`src/rtl/write_guard_pkg.sv`:
```
`timescale 1ns/1ps
package write_guard_pkg;

  // control-to-datapath strobes
  typedef struct packed {
    logic setWel;
    logic clrWel;
    logic loadStat;
    logic endCycle;
  } dpStrobe_t;

  // persistent state the control needs for its decisions
  typedef struct packed {
    logic       wel;
    logic       wpen;
    logic [1:0] bp;
  } guardState_t;

  // is an address with these two top bits inside the protected range
  function automatic logic inProtRange(input logic [1:0] level, input logic [1:0] topBits);
    logic hit;
    case (level)
      2'b00:   hit = 1'b0;
      2'b01:   hit = (topBits == 2'b11);
      2'b10:   hit = topBits[1];
      default: hit = 1'b1;
    endcase
    return hit;
  endfunction

endpackage

```
`src/rtl/write_guard_ctrl.sv`:
```
`timescale 1ns/1ps
module write_guard_ctrl
  import write_guard_pkg::*;
#(
  parameter int BUSY_CYCLES = 5000,
  parameter int ADDR_W      = 16
) (
  input  logic              clk,
  input  logic              rstN,
  input  logic              cmdSetWel,
  input  logic              cmdClrWel,
  input  logic              cmdStatWr,
  input  logic              cmdArrWr,
  input  logic [ADDR_W-1:0] addr,
  input  logic              wpPin,
  input  guardState_t       st,
  output dpStrobe_t         strobe,
  output logic              grant,
  output logic              busy
);

  localparam int CNT_W = (BUSY_CYCLES < 2) ? 1 : $clog2(BUSY_CYCLES);
  localparam logic [CNT_W-1:0] CNT_LOAD = CNT_W'(BUSY_CYCLES - 1);

  logic [CNT_W-1:0] cnt;
  logic idle, hwLock, arrBlocked, noLatchCmd;
  logic statOk, arrOk, accept, cycleDone;
  logic unusedAddr;

  assign unusedAddr = ^addr[ADDR_W-3:0];

  always_comb begin
    idle       = !busy;
    hwLock     = !wpPin && st.wpen;
    arrBlocked = inProtRange(st.bp, addr[ADDR_W-1 -: 2]);
    noLatchCmd = !cmdClrWel && !cmdSetWel;
    statOk     = idle && noLatchCmd && cmdStatWr && st.wel && !hwLock;
    arrOk      = idle && noLatchCmd && !cmdStatWr && cmdArrWr && st.wel && !arrBlocked;
    accept     = statOk || arrOk;
    cycleDone  = busy && (cnt == '0);

    strobe.clrWel   = idle && cmdClrWel;
    strobe.setWel   = idle && !cmdClrWel && cmdSetWel;
    strobe.loadStat = statOk;
    strobe.endCycle = cycleDone;
  end

  always_ff @(posedge clk or negedge rstN) begin
    if (!rstN) begin
      grant <= 1'b0;
      busy  <= 1'b0;
      cnt   <= '0;
    end else begin
      grant <= accept;
      if (accept) begin
        busy <= 1'b1;
        cnt  <= CNT_LOAD;
      end else if (busy) begin
        if (cnt == '0) busy <= 1'b0;
        else           cnt  <= cnt - 1'b1;
      end
    end
  end


  grant_pulse_chk: assert property (@(posedge clk) disable iff (!rstN)
    grant |=> !grant);


  busy_start_chk: assert property (@(posedge clk) disable iff (!rstN)
    $rose(busy) |-> grant);


  busy_no_grant_chk: assert property (@(posedge clk) disable iff (!rstN)
    busy |=> !grant);


  no_latch_refuse_chk: assert property (@(posedge clk) disable iff (!rstN)
    (cmdArrWr && !cmdStatWr && !st.wel) |=> !grant);


  full_block_chk: assert property (@(posedge clk) disable iff (!rstN)
    (cmdArrWr && !cmdStatWr && st.bp == 2'b11) |=> !grant);


  hw_lock_chk: assert property (@(posedge clk) disable iff (!rstN)
    (cmdStatWr && !wpPin && st.wpen) |=> !grant);

endmodule

```
`src/rtl/write_guard_dp.sv`:
```
`timescale 1ns/1ps
module write_guard_dp
  import write_guard_pkg::*;
(
  input  logic        clk,
  input  logic        rstN,
  input  dpStrobe_t   strobe,
  input  logic [7:0]  dataIn,
  input  logic        busy,
  output guardState_t st,
  output logic [7:0]  statusByte
);

  logic       wel, wpen;
  logic [1:0] bp;
  logic       unusedData;

  assign unusedData = ^{dataIn[6:4], dataIn[1:0]};

  always_ff @(posedge clk or negedge rstN) begin
    if (!rstN) begin
      wel  <= 1'b0;
      wpen <= 1'b0;
      bp   <= 2'b00;
    end else begin
      if (strobe.clrWel || strobe.endCycle) wel <= 1'b0;
      else if (strobe.setWel)               wel <= 1'b1;
      if (strobe.loadStat) begin
        wpen <= dataIn[7];
        bp   <= dataIn[3:2];
      end
    end
  end

  always_comb begin
    st.wel  = wel;
    st.wpen = wpen;
    st.bp   = bp;
    if (busy) statusByte = 8'hFF;
    else      statusByte = {wpen, 3'b000, bp, wel, 1'b0};
  end


  wel_end_chk: assert property (@(posedge clk) disable iff (!rstN)
    $fell(busy) |-> !wel);


  clr_wins_chk: assert property (@(posedge clk) disable iff (!rstN)
    strobe.clrWel |=> !wel);


  stat_hold_chk: assert property (@(posedge clk) disable iff (!rstN)
    !strobe.loadStat |=> $stable({wpen, bp}));


  idle_zero_chk: assert property (@(posedge clk) disable iff (!rstN)
    !busy |-> (statusByte[6:4] == 3'b000 && !statusByte[0]));

endmodule

```
`src/rtl/write_guard.sv`:
```
`timescale 1ns/1ps
module write_guard
  import write_guard_pkg::*;
#(
  parameter int BUSY_CYCLES = 5000,
  parameter int ADDR_W      = 16
) (
  input  logic              clk,
  input  logic              rstN,
  input  logic              cmdSetWel,
  input  logic              cmdClrWel,
  input  logic              cmdStatWr,
  input  logic              cmdArrWr,
  input  logic [ADDR_W-1:0] addr,
  input  logic [7:0]        dataIn,
  input  logic              wpPin,
  output logic              grant,
  output logic              busy,
  output logic [7:0]        statusByte
);

  dpStrobe_t   strobe;
  guardState_t st;

  write_guard_ctrl #(.BUSY_CYCLES(BUSY_CYCLES), .ADDR_W(ADDR_W)) uCtrl (
    .clk(clk), .rstN(rstN),
    .cmdSetWel(cmdSetWel), .cmdClrWel(cmdClrWel),
    .cmdStatWr(cmdStatWr), .cmdArrWr(cmdArrWr),
    .addr(addr), .wpPin(wpPin), .st(st),
    .strobe(strobe), .grant(grant), .busy(busy)
  );

  write_guard_dp uDp (
    .clk(clk), .rstN(rstN), .strobe(strobe), .dataIn(dataIn),
    .busy(busy), .st(st), .statusByte(statusByte)
  );

endmodule

```
`config.mk`:
```
export PLATFORM = sky130hd
export DESIGN_NAME = write_guard
export DESIGN_NICKNAME = d
export VERILOG_FILES = /design/src/rtl/write_guard_pkg.sv /design/src/rtl/write_guard_ctrl.sv /design/src/rtl/write_guard_dp.sv /design/src/rtl/write_guard.sv
export SDC_FILE = /design/constraint.sdc
export NUM_CORES = 1
export LEC_CHECK = 0
export BUFFER_PORTS_ARGS = -buffer_cell sky130_fd_sc_hd__buf_4
export CORE_MARGIN = 2
export CORE_UTILIZATION = 46
export CTS_CLUSTER_SIZE = 16
export DETAILED_ROUTE_END_ITERATION = 8
export PLACE_DENSITY = 0.73
export SYNTH_ARGS = -nofsm -noshare
export SYNTH_HDL_FRONTEND = slang
export SYNTH_SLANG_ARGS = --single-unit
```
`constraint.sdc`:
```
create_clock -name clk -period 4.6 [get_ports clk]
set_input_delay 0.23 -clock clk [delete_from_list [all_inputs] [get_ports clk]]
set_output_delay 0.23 -clock clk [all_outputs]
set_load 0.005 [all_outputs]
```
==> results.py, run 1 <==
metrics = {
    "worst_setup_path": {
        "cp.depth": 6,
        "cp.required_ps": 4790,
        "cp.buffers_inverters": 1,
        "worstSetupPathType": "reg -> reg",
        "crit_fanout": 11,
        "crit_arrival_ps": 2510,
        "worst_setup_path_end_kind": "flop",
        "crit_slowest_cell": "or4b_1",
        "crit_chain": "inv_1 > ha_1 > or4b_1 > nor2_1 > a211oi_1 > a211o_1",
        "cp_slowest_stage_delay_ps": 540,
        "crit_start": "uCtrl.cnt[0]",
        "endpoint": "uCtrl.cnt[2]",
        "startpoint_type": "flop",
        "reg2reg_to": "uCtrl.cnt[2]",
        "rr_worst_depth": 6,
        "r2r-start": "uCtrl.cnt[0]",
        "cp_top_family": "simple AND/OR/NAND/NOR gates",
        "ff2ff_setup_slack_ps": 2280,
    },
    "detailed_routing": {
        "ant_nets": 0,
        "drt-pass1-iter-count": 4,
        "routed_via_density": 5.70,
        "drt_wl_total_um": 2240,
        "vias": 855,
        "drt_iter0_drc": 18,
        "wl_per_cell_um": 14.9,
        "drc_errors": 0,
    },
    "global_routing": {
        "grt_pass1_vias": 835,
        "grt_max_degree": 20,
        "grt_use_total_pct": 18.6,
        "grt_pass1_wl_um": 3680,
        "antenna_found_initial": 0,
        "grt.overflow.total": 0,
    },
    "sta": {
        "slew_headroom_pct": 58.5,
        "worst_pin_slew_ps": 620,
        "setup_violations": 0,
        "setup_tns_ps": 0,
        "slew_violations": 0,
        "max_freq_mhz": 431,
        "layout_min_cycle_time_ps": 2320,
        "rsz0062_at_grt": "no",
        "setup_ws_ps": 2280,
        "fin_skew_ps": 10.7,
        "finalHoldViolations": 0,
        "fin_crit_sh_pct": 50.5,
    },
    "cts": {
        "root_buffer": "clkbuf_4",
        "path_clk_slew_ps": 110,
        "clock_latency_ps": 290,
        "cts_buffers": 3,
        "htreeDepth": 1,
        "clk_path_buf_depth": 2,
        "cts_tree": "built",
        "clock-sinks": 19,
    },
    "worst_hold_path": {
        "hold_path.class": "in -> reg",
    },
    "logic_synthesis": {
        "netlist_top_cells_area": "dfrtp_1, mux2_2, a21oi_1, or4b_1, buf_4",
        "yosysSeqAreaShare_pct": 44.9,
        "synth_edf_count": 0,
        "syn-num-nets": 135,
        "syn_area_um2": 1060,
        "synthSimpleGateAreaFrac_pct": 23.5,
        "yosys_warnings": 0,
        "synth_top_family_by_area": "simple AND/OR/NAND/NOR gates",
        "yosys.cell_count.top_type": "dfrtp_1",
        "synth_ff_type": "dfrtp_1",
        "netlist.area_leader.share_pct": 44.9,
        "synth_cell_type_count": 36,
        "syn_area_per_cell_um2": 10.4,
        "synth_compound_area_share_pct": 20.1,
        "synth_commonest_cells": "dfrtp_1, a21oi_1, nand2_1, nor2_1, nand3_1",
        "async_flop_share_pct": 100,
        "synth_xor_area_share_pct": 0.827,
        "synth_cells": 102,
        "synthAdderAreaFrac_pct": 2.36,
        "synth_area_leader_cell": "dfrtp_1",
        "yosys_register_bits": 19,
        "synth.area.mux_share_pct": 3.19,
    },
    "layout": {
        "drive_above_1_share_pct": 29.5,
        "fin_cells": 150,
        "fin_util_pct": 57.0,
        "fill_cells": 195,
        "nNetsFinal": 156,
        "antennaDiodeCount": 0,
        "area.growth.synth_to_final_pct": 18.0,
    },
    "power_and_ir_drop": {
        "comb_power_share_pct": 4.9,
        "switchingPower_mw": 0.0563,
        "powerDensity_nw_per_um2": 212,
        "power.internal_mw": 0.209,
        "power_mw": 0.265,
        "swShare_pct": 21.3,
        "leakage_nw": 0.515,
        "peakVddDrop_v": 0.000110,
        "clockPowerShare_pct": 31.8,
        "seqPwrFrac_pct": 63.3,
    },
    "die": {
        "core_region_area_um2": 2190,
        "die_y_um": 52.0,
        "io_pins": 41,
        "rows": 17,
        "die_w_um": 52.0,
        "dieArea_um2": 2700,
        "start_util_pct": 48.3,
    },
    "placed_design": {
        "dp_hpwl_um": 1650,
        "gp_congestion": 0.719,
        "place_inst": 145,
        "dp_slack_ps": 2270,
        "portBuffers": 21,
    },
    "flow_run": {
        "cap_violations": 0,
    },
    "run_status": {
        "outcome": "complete, no violations",
    },
}
-- final cells by class --
class	instances	area, um2	area share [%]
sequential	19	475	38.1
tap	28	35.0	2.81
timing repair buffer	22	168	13.4
multi-input combinational	73	529	42.4
clock buffer	4	26.3	2.10
inverter	4	15.0	1.20
-- power by group through the flow --
stage | Combinational (mW) | Clock, mW | Sequential, mW
2_1_floorplan | 0.00167 | 0 | 0.171
3_3_place_gp | 0.0124 | 0 | 0.171
3_5_place_dp | 0.0126 | 0 | 0.171
4_1_cts | 0.0133 | 0.0871 | 0.168
5_1_grt | 0.0145 | 0.0929 | 0.168
6_report | 0.0130 | 0.0842 | 0.168
-- layer usage --
metal,vias up,global-route usage [%],wire (um)
li1,425,-,-
met2,20,29.7,1120
met1,406,24.9,1020
met3,4,2.59,67
met5,-,0,0
met4,0,7.89,34
-- registers in the layout (all words and copies together) (netlist names) --
register     count
uDp.wpen         1
uCtrl.grant      1
uCtrl.cnt       13
uDp.wel          1
uDp.bp           2
uCtrl.busy       1
-- layout by cell type (no fill, tap or decap), types with 2 or more instances in the layout --
cell type  Yosys  final
buf_4          4     21
dfrtp_1       19     19
nand2_1        6      6
nor2_1         6      6
a21oi_1        6      6
nand3_1        5      5
o21ai_1        4      4
or2_2          4      4
or4_1          4      4
o31ai_1        4      4
o21ai_0        4      4
inv_1          3      3
or3_1          3      3
or4b_1         3      3
mux2_2         3      3
clkbuf_4       0      3
or3_4          2      2
a211o_1        2      2
ha_1           2      2
-- worst min-delay path by stage --
stage               startpoint      endpoint  slack, ps  cells after the start
global route         dataIn[7]      uDp.wpen        170                      2
global placement          rstN  uCtrl.cnt[6]        120                      1
detailed placement        rstN   uCtrl.grant        120                      1
CTS                  cmdSetWel       uDp.wel        160                      2
floorplan                 rstN    uCtrl.busy        -70                      0
finish               cmdSetWel       uDp.wel        160                      2
-- per-stage QoR --
step           hold WS, ps  instance area, um2
2_1_floorplan        -65.6                1060
3_3_place_gp           119                1210
3_5_place_dp           119                1210
4_1_cts                159                1250
5_1_grt                167                1250
6_report               163                1250
-- worst reg2reg max path: cells and delay by family, from the launching register on --
kind	cells	cell delay, ps
simple gates	2	1080
compound gates	2	450
flops	1	400
fa+ha+maj	1	180
buf+inv	1	120
-- cells by family (layout without fill, tap and decap cells) --
kind of cell,after synthesis,count (layout)
AO/OA/AOI/OAI,29,29
XOR/XNOR,1,1
adder cells (fa/ha/maj),2,2
buffers and inverters,10,30
flip-flops,19,19
multiplexers,3,3
AND/OR/NAND/NOR,38,38
-- what timing repair did --
action	CTS	global route
resized for setup	0	0
endpoints found under the hold margin	19	0
hold buffers	1	0
setup buffers	0	0
endpoints found under the setup margin	0	0
Power figures use the tool's default switching activity.
==> inputs of run 2 (changes only) <==
clock period = 2.4 ns   (was 4.6 ns; I/O delays follow)
==> run 2 against run 1 <==
  * Flip-flop and latch count unchanged
  * Global-route usage down 1.4 points
  * Largest power group unchanged
  * Critical path depth unchanged
  * Core utilization up 1.0 points
  * Sequential power up 91%
  * Wire length down 5.5%
  * Register-to-register slack worse by 1900 ps
  * Critical endpoint is now uDp.wel
  * Largest cell class unchanged
  * First-iteration DRC count down 33%
  * Worst setup slack worse by 1900 ps
==> results.py, run 2 (synthesis gave the netlist of run 1 again) <==
metrics = {
    "run_status": {
        "outcome": "complete, no violations",
    },
    "layout": {
        "largest_reg_flops": 13,
        "fin_util_pct": 58.0,
        "regMostFlops": "uCtrl.cnt",
        "antennaDiodeCount": 0,
        "top_regs": "uCtrl.cnt (13), uDp.bp (2)",
        "final_cell_mix": "buf_4, dfrtp_1, nand2_1, nor2_1, a21oi_1",
        "area.growth.synth_to_final_pct": 20.1,
        "final_area_um2": 1270,
        "fill_cells": 186,
        "multi_input_area_um2": 529,
        "layout_commonest_cell": "buf_4",
        "regArea_um2": 475,
        "drive_above_1_share_pct": 31.2,
        "nNetsFinal": 159,
    },
    "detailed_routing": {
        "drt-pass1-iter-count": 4,
        "wl_per_cell_um": 13.8,
        "vias": 855,
        "drc_errors": 0,
        "drt_wl_total_um": 2120,
        "drt_iter0_drc": 12,
        "routed_via_density": 5.59,
        "ant_nets": 0,
    },
    "power_and_ir_drop": {
        "powerDensity_nw_per_um2": 393,
        "seqPwrFrac_pct": 64.3,
        "peakVddDrop_v": 0.000286,
        "leakage_nw": 0.530,
        "power.internal_mw": 0.400,
        "swShare_pct": 20.0,
        "clockPowerShare_pct": 30.8,
        "switchingPower_mw": 0.100,
        "comb_power_share_pct": 4.9,
    },
    "cts": {
        "cts_tree": "built",
        "clock_latency_ps": 290,
        "htreeDepth": 1,
        "cts_buffers": 3,
        "path_clk_slew_ps": 100,
        "root_buffer": "clkbuf_4",
        "clk_path_buf_depth": 2,
        "clock-sinks": 19,
    },
    "die": {
        "start_util_pct": 48.3,
        "die_w_um": 52.0,
        "io_pins": 41,
        "dieArea_um2": 2700,
        "die_y_um": 52.0,
        "core_region_area_um2": 2190,
        "rows": 17,
    },
    "global_routing": {
        "grt_pass1_wl_um": 3410,
        "grt_use_total_pct": 17.1,
        "grt.overflow.total": 0,
        "grt_max_degree": 20,
        "antenna_found_initial": 0,
        "grt_pass1_vias": 757,
    },
    "worst_setup_path": {
        "cp_top_family": "compound AO/OA/AOI/OAI gates",
        "reg2reg_to": "uDp.wel",
        "r2r-start": "uCtrl.cnt[0]",
        "crit_slowest_cell": "or4b_1",
        "startpoint_type": "flop",
        "cp.required_ps": 2590,
        "ff2ff_setup_slack_ps": 330,
        "crit_start": "uCtrl.cnt[0]",
        "crit_fanout": 5,
        "cp_slowest_stage_delay_ps": 540,
        "crit_arrival_ps": 2260,
        "worst_setup_path_end_kind": "flop",
        "crit_chain": "inv_1 > ha_1 > or4b_1 > o41ai_4 > o21ai_1 > a22o_1",
        "cp.buffers_inverters": 1,
        "cp.depth": 6,
        "rr_worst_depth": 6,
        "worstSetupPathType": "reg -> reg",
    },
    "sta": {
        "fin_skew_ps": 7.76,
        "setup_tns_ps": 0,
        "rsz0062_at_grt": "no",
        "layout_min_cycle_time_ps": 2070,
        "whs_ps": 52.8,
        "finalHoldViolations": 0,
        "slew_headroom_pct": 66.0,
        "setup_violations": 0,
        "fin_crit_sh_pct": 86.3,
        "max_freq_mhz": 483,
        "slew_violations": 0,
        "worst_pin_slew_ps": 510,
    },
    "worst_hold_path": {
        "hold_path.class": "in -> reg",
        "hold_path_startpoint": "cmdSetWel",
        "hold_end": "uDp.wel",
        "min_path_cells": 2,
    },
    "placed_design": {
        "portBuffers": 21,
        "gp_congestion": 0.772,
        "place_area_um2": 1230,
        "dp_hpwl_um": 1570,
    },
    "flow_run": {
        "cap_violations": 0,
    },
}
run 2: through the flow:
| stage | instances | setup WS, ps | total power, mW |
|---|---|---|---|
| final | 153 | 330 | 0.500 |
| after global routing | 153 | 189 | 0.528 |
| after CTS | 153 | 316 | 0.508 |
| after detailed placement | 148 | 331 | 0.351 |
| after global placement | 148 | 350 | 0.351 |
| after floorplan | 102 | 480 | 0.331 |
run 2: power groups by stage:
stage	registers (mW)	clock network, mW	logic (mW)
global route	0.321	0.179	0.0274
CTS	0.321	0.161	0.0251
detailed placement	0.328	0	0.0238
finish	0.321	0.154	0.0245
global placement	0.328	0	0.0233
floorplan	0.328	0	0.00320
run 2: area by class of cell:
cell class	count	share of cell area, %
tap	28	2.76
sequential	19	37.4
timing repair buffer	25	15.0
multi-input combinational	73	41.6
inverter	4	1.18
clock buffer	4	2.07
run 2: how the worst max path moves through the flow:
stage | to | slack (ps)
3_5_place_dp | uDp.wel | 330
4_1_cts | uDp.wel | 320
6_report | uDp.wel | 330
2_1_floorplan | uDp.wel | 480
5_1_grt | uDp.wel | 190
3_3_place_gp | uDp.wel | 350
run 2: repair_timing:
| action | CTS | global route |
|---|---|---|
| hold endpoints to repair | 19 | 0 |
| setup buffers | 0 | 0 |
| hold buffers | 1 | 0 |
| resized for setup | 0 | 0 |
run 2: routing by layer:
metal	part of all wire (%)	vias to the layer above	routed length, um	track usage [%]
li1	-	427	-	-
met1	48	413	1020	22.5
met2	48	13	1010	26.8
met3	3.4	2	71	6.03
met4	0.61	0	13	3.95
met5	0	-	0	0
==> inputs of run 3 (changes only) <==
SYNTH_HIERARCHICAL = 1   (was unset)
==> run 3 against run 2 <==
  * Flip-flop and latch count unchanged
  * Register-to-register slack got worse by 20 ps
  * Combinational power fell by 2%
  * Clock-buffer cell count is the same
  * Critical path depth unchanged
  * First-iteration DRC count is 120% higher
  * Critical path type unchanged
  * Clock power up 5%
  * Sequential share of layout area increased by 0.37 points
==> results.py, run 3 <==
metrics = {
    "global_routing": {
        "grt.overflow.total": 0,
        "grt_pass1_vias": 819,
        "antenna_found_initial": 0,
        "grt_pass1_wl_um": 3730,
        "grt_use_total_pct": 18.6,
        "grt_max_degree": 20,
    },
    "worst_setup_path": {
        "cp.required_ps": 2580,
        "worstSetupPathType": "reg -> reg",
        "worst_setup_path_end_kind": "flop",
        "cp_top_family": "simple AND/OR/NAND/NOR gates",
        "cp_slowest_stage_delay_ps": 550,
        "crit_chain": "inv_1 > ha_1 > or3b_2 > o41ai_2 > xnor2_1 > nand2_1",
        "cp.buffers_inverters": 1,
        "crit_slowest_cell": "or3b_2",
        "crit_start": "uCtrl/cnt[0]",
        "startpoint_type": "flop",
        "crit_arrival_ps": 2270,
        "r2r-start": "uCtrl/cnt[0]",
        "crit_fanout": 7,
    },
    "power_and_ir_drop": {
        "power_mw": 0.507,
        "swShare_pct": 21.2,
        "comb_power_share_pct": 4.7,
        "peakVddDrop_v": 0.000351,
        "power.internal_mw": 0.399,
        "clockPowerShare_pct": 31.9,
        "leakage_nw": 0.487,
        "switchingPower_mw": 0.108,
        "powerDensity_nw_per_um2": 403,
        "seqPwrFrac_pct": 63.4,
    },
    "die": {
        "die_y_um": 52.7,
        "core_region_area_um2": 2230,
        "start_util_pct": 48.8,
        "rows": 17,
        "io_pins": 41,
        "dieArea_um2": 2770,
        "die_w_um": 52.7,
    },
    "layout": {
        "area.growth.synth_to_final_pct": 15.5,
        "largest_reg_flops": 13,
        "antennaDiodeCount": 0,
        "drive_above_1_share_pct": 22.9,
        "nNetsFinal": 165,
        "layout_commonest_cell": "buf_4",
        "regMostFlops": "uCtrl/cnt",
        "final_cell_mix": "buf_4, dfrtp_1, nand2_1",
        "fin_cells": 159,
        "top_regs": "uCtrl/cnt (13), uDp/bp (2)",
    },
    "detailed_routing": {
        "routed_via_density": 5.81,
        "ant_nets": 0,
        "drt_iter0_drc": 26,
        "wl_per_cell_um": 14.5,
        "drc_errors": 0,
        "drt_wl_total_um": 2300,
        "drt-pass1-iter-count": 4,
        "routed.top_layer": "met4",
        "drt-met1-wl_um": 1080,
        "vias": 924,
        "wl_met2_um": 1090,
        "dr_wl_met3_um": 105,
    },
    "logic_synthesis": {
        "yosys.cell_count.top_type": "dfrtp_1",
        "synth_commonest_cells": "dfrtp_1, nand2_1, buf_4, nor2_1, o21ai_0",
        "yosysSeqAreaShare_pct": 43.6,
        "async_flop_share_pct": 100,
        "syn_area_um2": 1090,
        "synth_cells": 114,
        "yosys_warnings": 6,
        "synth_area_leader_cell": "dfrtp_1",
        "synth_edf_count": 0,
        "synth_ff_type": "dfrtp_1",
        "syn-num-nets": 147,
        "synth_cell_type_count": 36,
        "yosys_register_bits": 19,
        "syn_area_per_cell_um2": 9.56,
        "netlist.area_leader.share_pct": 43.6,
        "netlist_top_cells_area": "dfrtp_1, buf_4, nand2_1, mux2_1, or2_1",
    },
    "sta": {
        "rsz0062_at_grt": "no",
        "layout_min_cycle_time_ps": 2090,
        "setup_tns_ps": 0,
        "worst_pin_slew_ps": 491,
        "fin_crit_sh_pct": 87.2,
        "slew_violations": 0,
        "whs_ps": 36.3,
        "finalHoldViolations": 0,
        "fin_skew_ps": 6.33,
        "slew_headroom_pct": 66.9,
        "max_freq_mhz": 478,
        "setup_violations": 0,
    },
    "run_status": {
        "outcome": "complete, no violations",
    },
    "placed_design": {
        "place_inst": 154,
        "gp_congestion": 0.849,
        "portBuffers": 21,
        "dp_hpwl_um": 1610,
    },
    "cts": {
        "clock-sinks": 19,
        "clock_latency_ps": 290,
        "htreeDepth": 1,
        "root_buffer": "clkbuf_4",
        "cts_buffers": 3,
        "clk_path_buf_depth": 2,
        "cts_tree": "built",
        "path_clk_slew_ps": 110,
    },
    "flow_run": {
        "cap_violations": 0,
    },
    "worst_hold_path": {
        "hold_path_startpoint": "dataIn[7]",
        "hold_path.class": "in -> reg",
    },
}
[run 3: cell count changes in the layout (fill, tap and decap cells not counted), sizes merged, moves of 2 or more]
cell / previous run / this run
a211o: 2 / 0
buf: 24 / 22
nand2: 6 / 9
nor3: 0 / 4
nor3b: 0 / 2
nor4: 1 / 3
o21ai: 8 / 6
or2: 5 / 7
or3: 5 / 2
[run 3: final cells by class]
cell class / count / area (um2)
clock buffers: 4 / 26.3
multi-input cells: 81 / 532
repair buffers: 23 / 175
inverters: 4 / 15.0
flip-flops and latches: 19 / 475
fillers: 211 / 975
well taps: 28 / 35.0
[run 3: worst paths after layout]
path | endpoint | cells past startpoint | slack [ps]
worst max-delay path | uCtrl/cnt[0] | 6 | 310
max in group asynchronous | uCtrl/cnt[12] | 2 | 1960
worst min register to register | uDp/wpen | 1 | 520
worst max register to register | uCtrl/cnt[0] | 6 | 310
min in group asynchronous | uDp/bp[1] | 2 | 230
worst min-delay path | uDp/wpen | 2 | 40
[run 3: per-stage QoR]
stage | utilization [%] | cell area [um2] | setup WS [ps]
2_1_floorplan | - | 1090 | 420
3_3_place_gp | 54.7 | 1220 | 354
3_5_place_dp | 54.7 | 1220 | 327
4_1_cts | 56.4 | 1260 | 297
5_1_grt | 56.4 | 1260 | 147
6_report | 56.4 | 1260 | 307
[run 3: per-layer routing]
layer | vias to the layer above | track usage (%)
met4 | 0 | 7.69
met5 | - | 0
li1 | 447 | -
met1 | 444 | 25.2
met3 | 6 | 3.43
met2 | 27 | 29.2
[run 3: cell families after synthesis]
logic type / Yosys count / share of synthesized area, %
AND/OR/NAND/NOR: 51 / 27.2
adder cells (fa/ha/maj): 2 / 2.30
AO/OA/AOI/OAI: 21 / 12.9
buffers and inverters: 14 / 7.58
flip-flops: 19 / 43.6
multiplexers: 4 / 4.02
XOR/XNOR: 3 / 2.41
[run 3: repair_timing]
item | CTS | global route
hold buffers | 1 | 0
resized for setup | 0 | 0
hold endpoints to repair | 19 | 0
setup buffers | 0 | 0
[run 3: power by group through the flow]
stage	sequential, mW	clock [mW]	combinational (mW)
finish	0.321	0.162	0.0240
detailed placement	0.327	0	0.0233
global placement	0.327	0	0.0226
floorplan	0.327	0	0.00320
global route	0.321	0.181	0.0264
CTS	0.321	0.168	0.0245
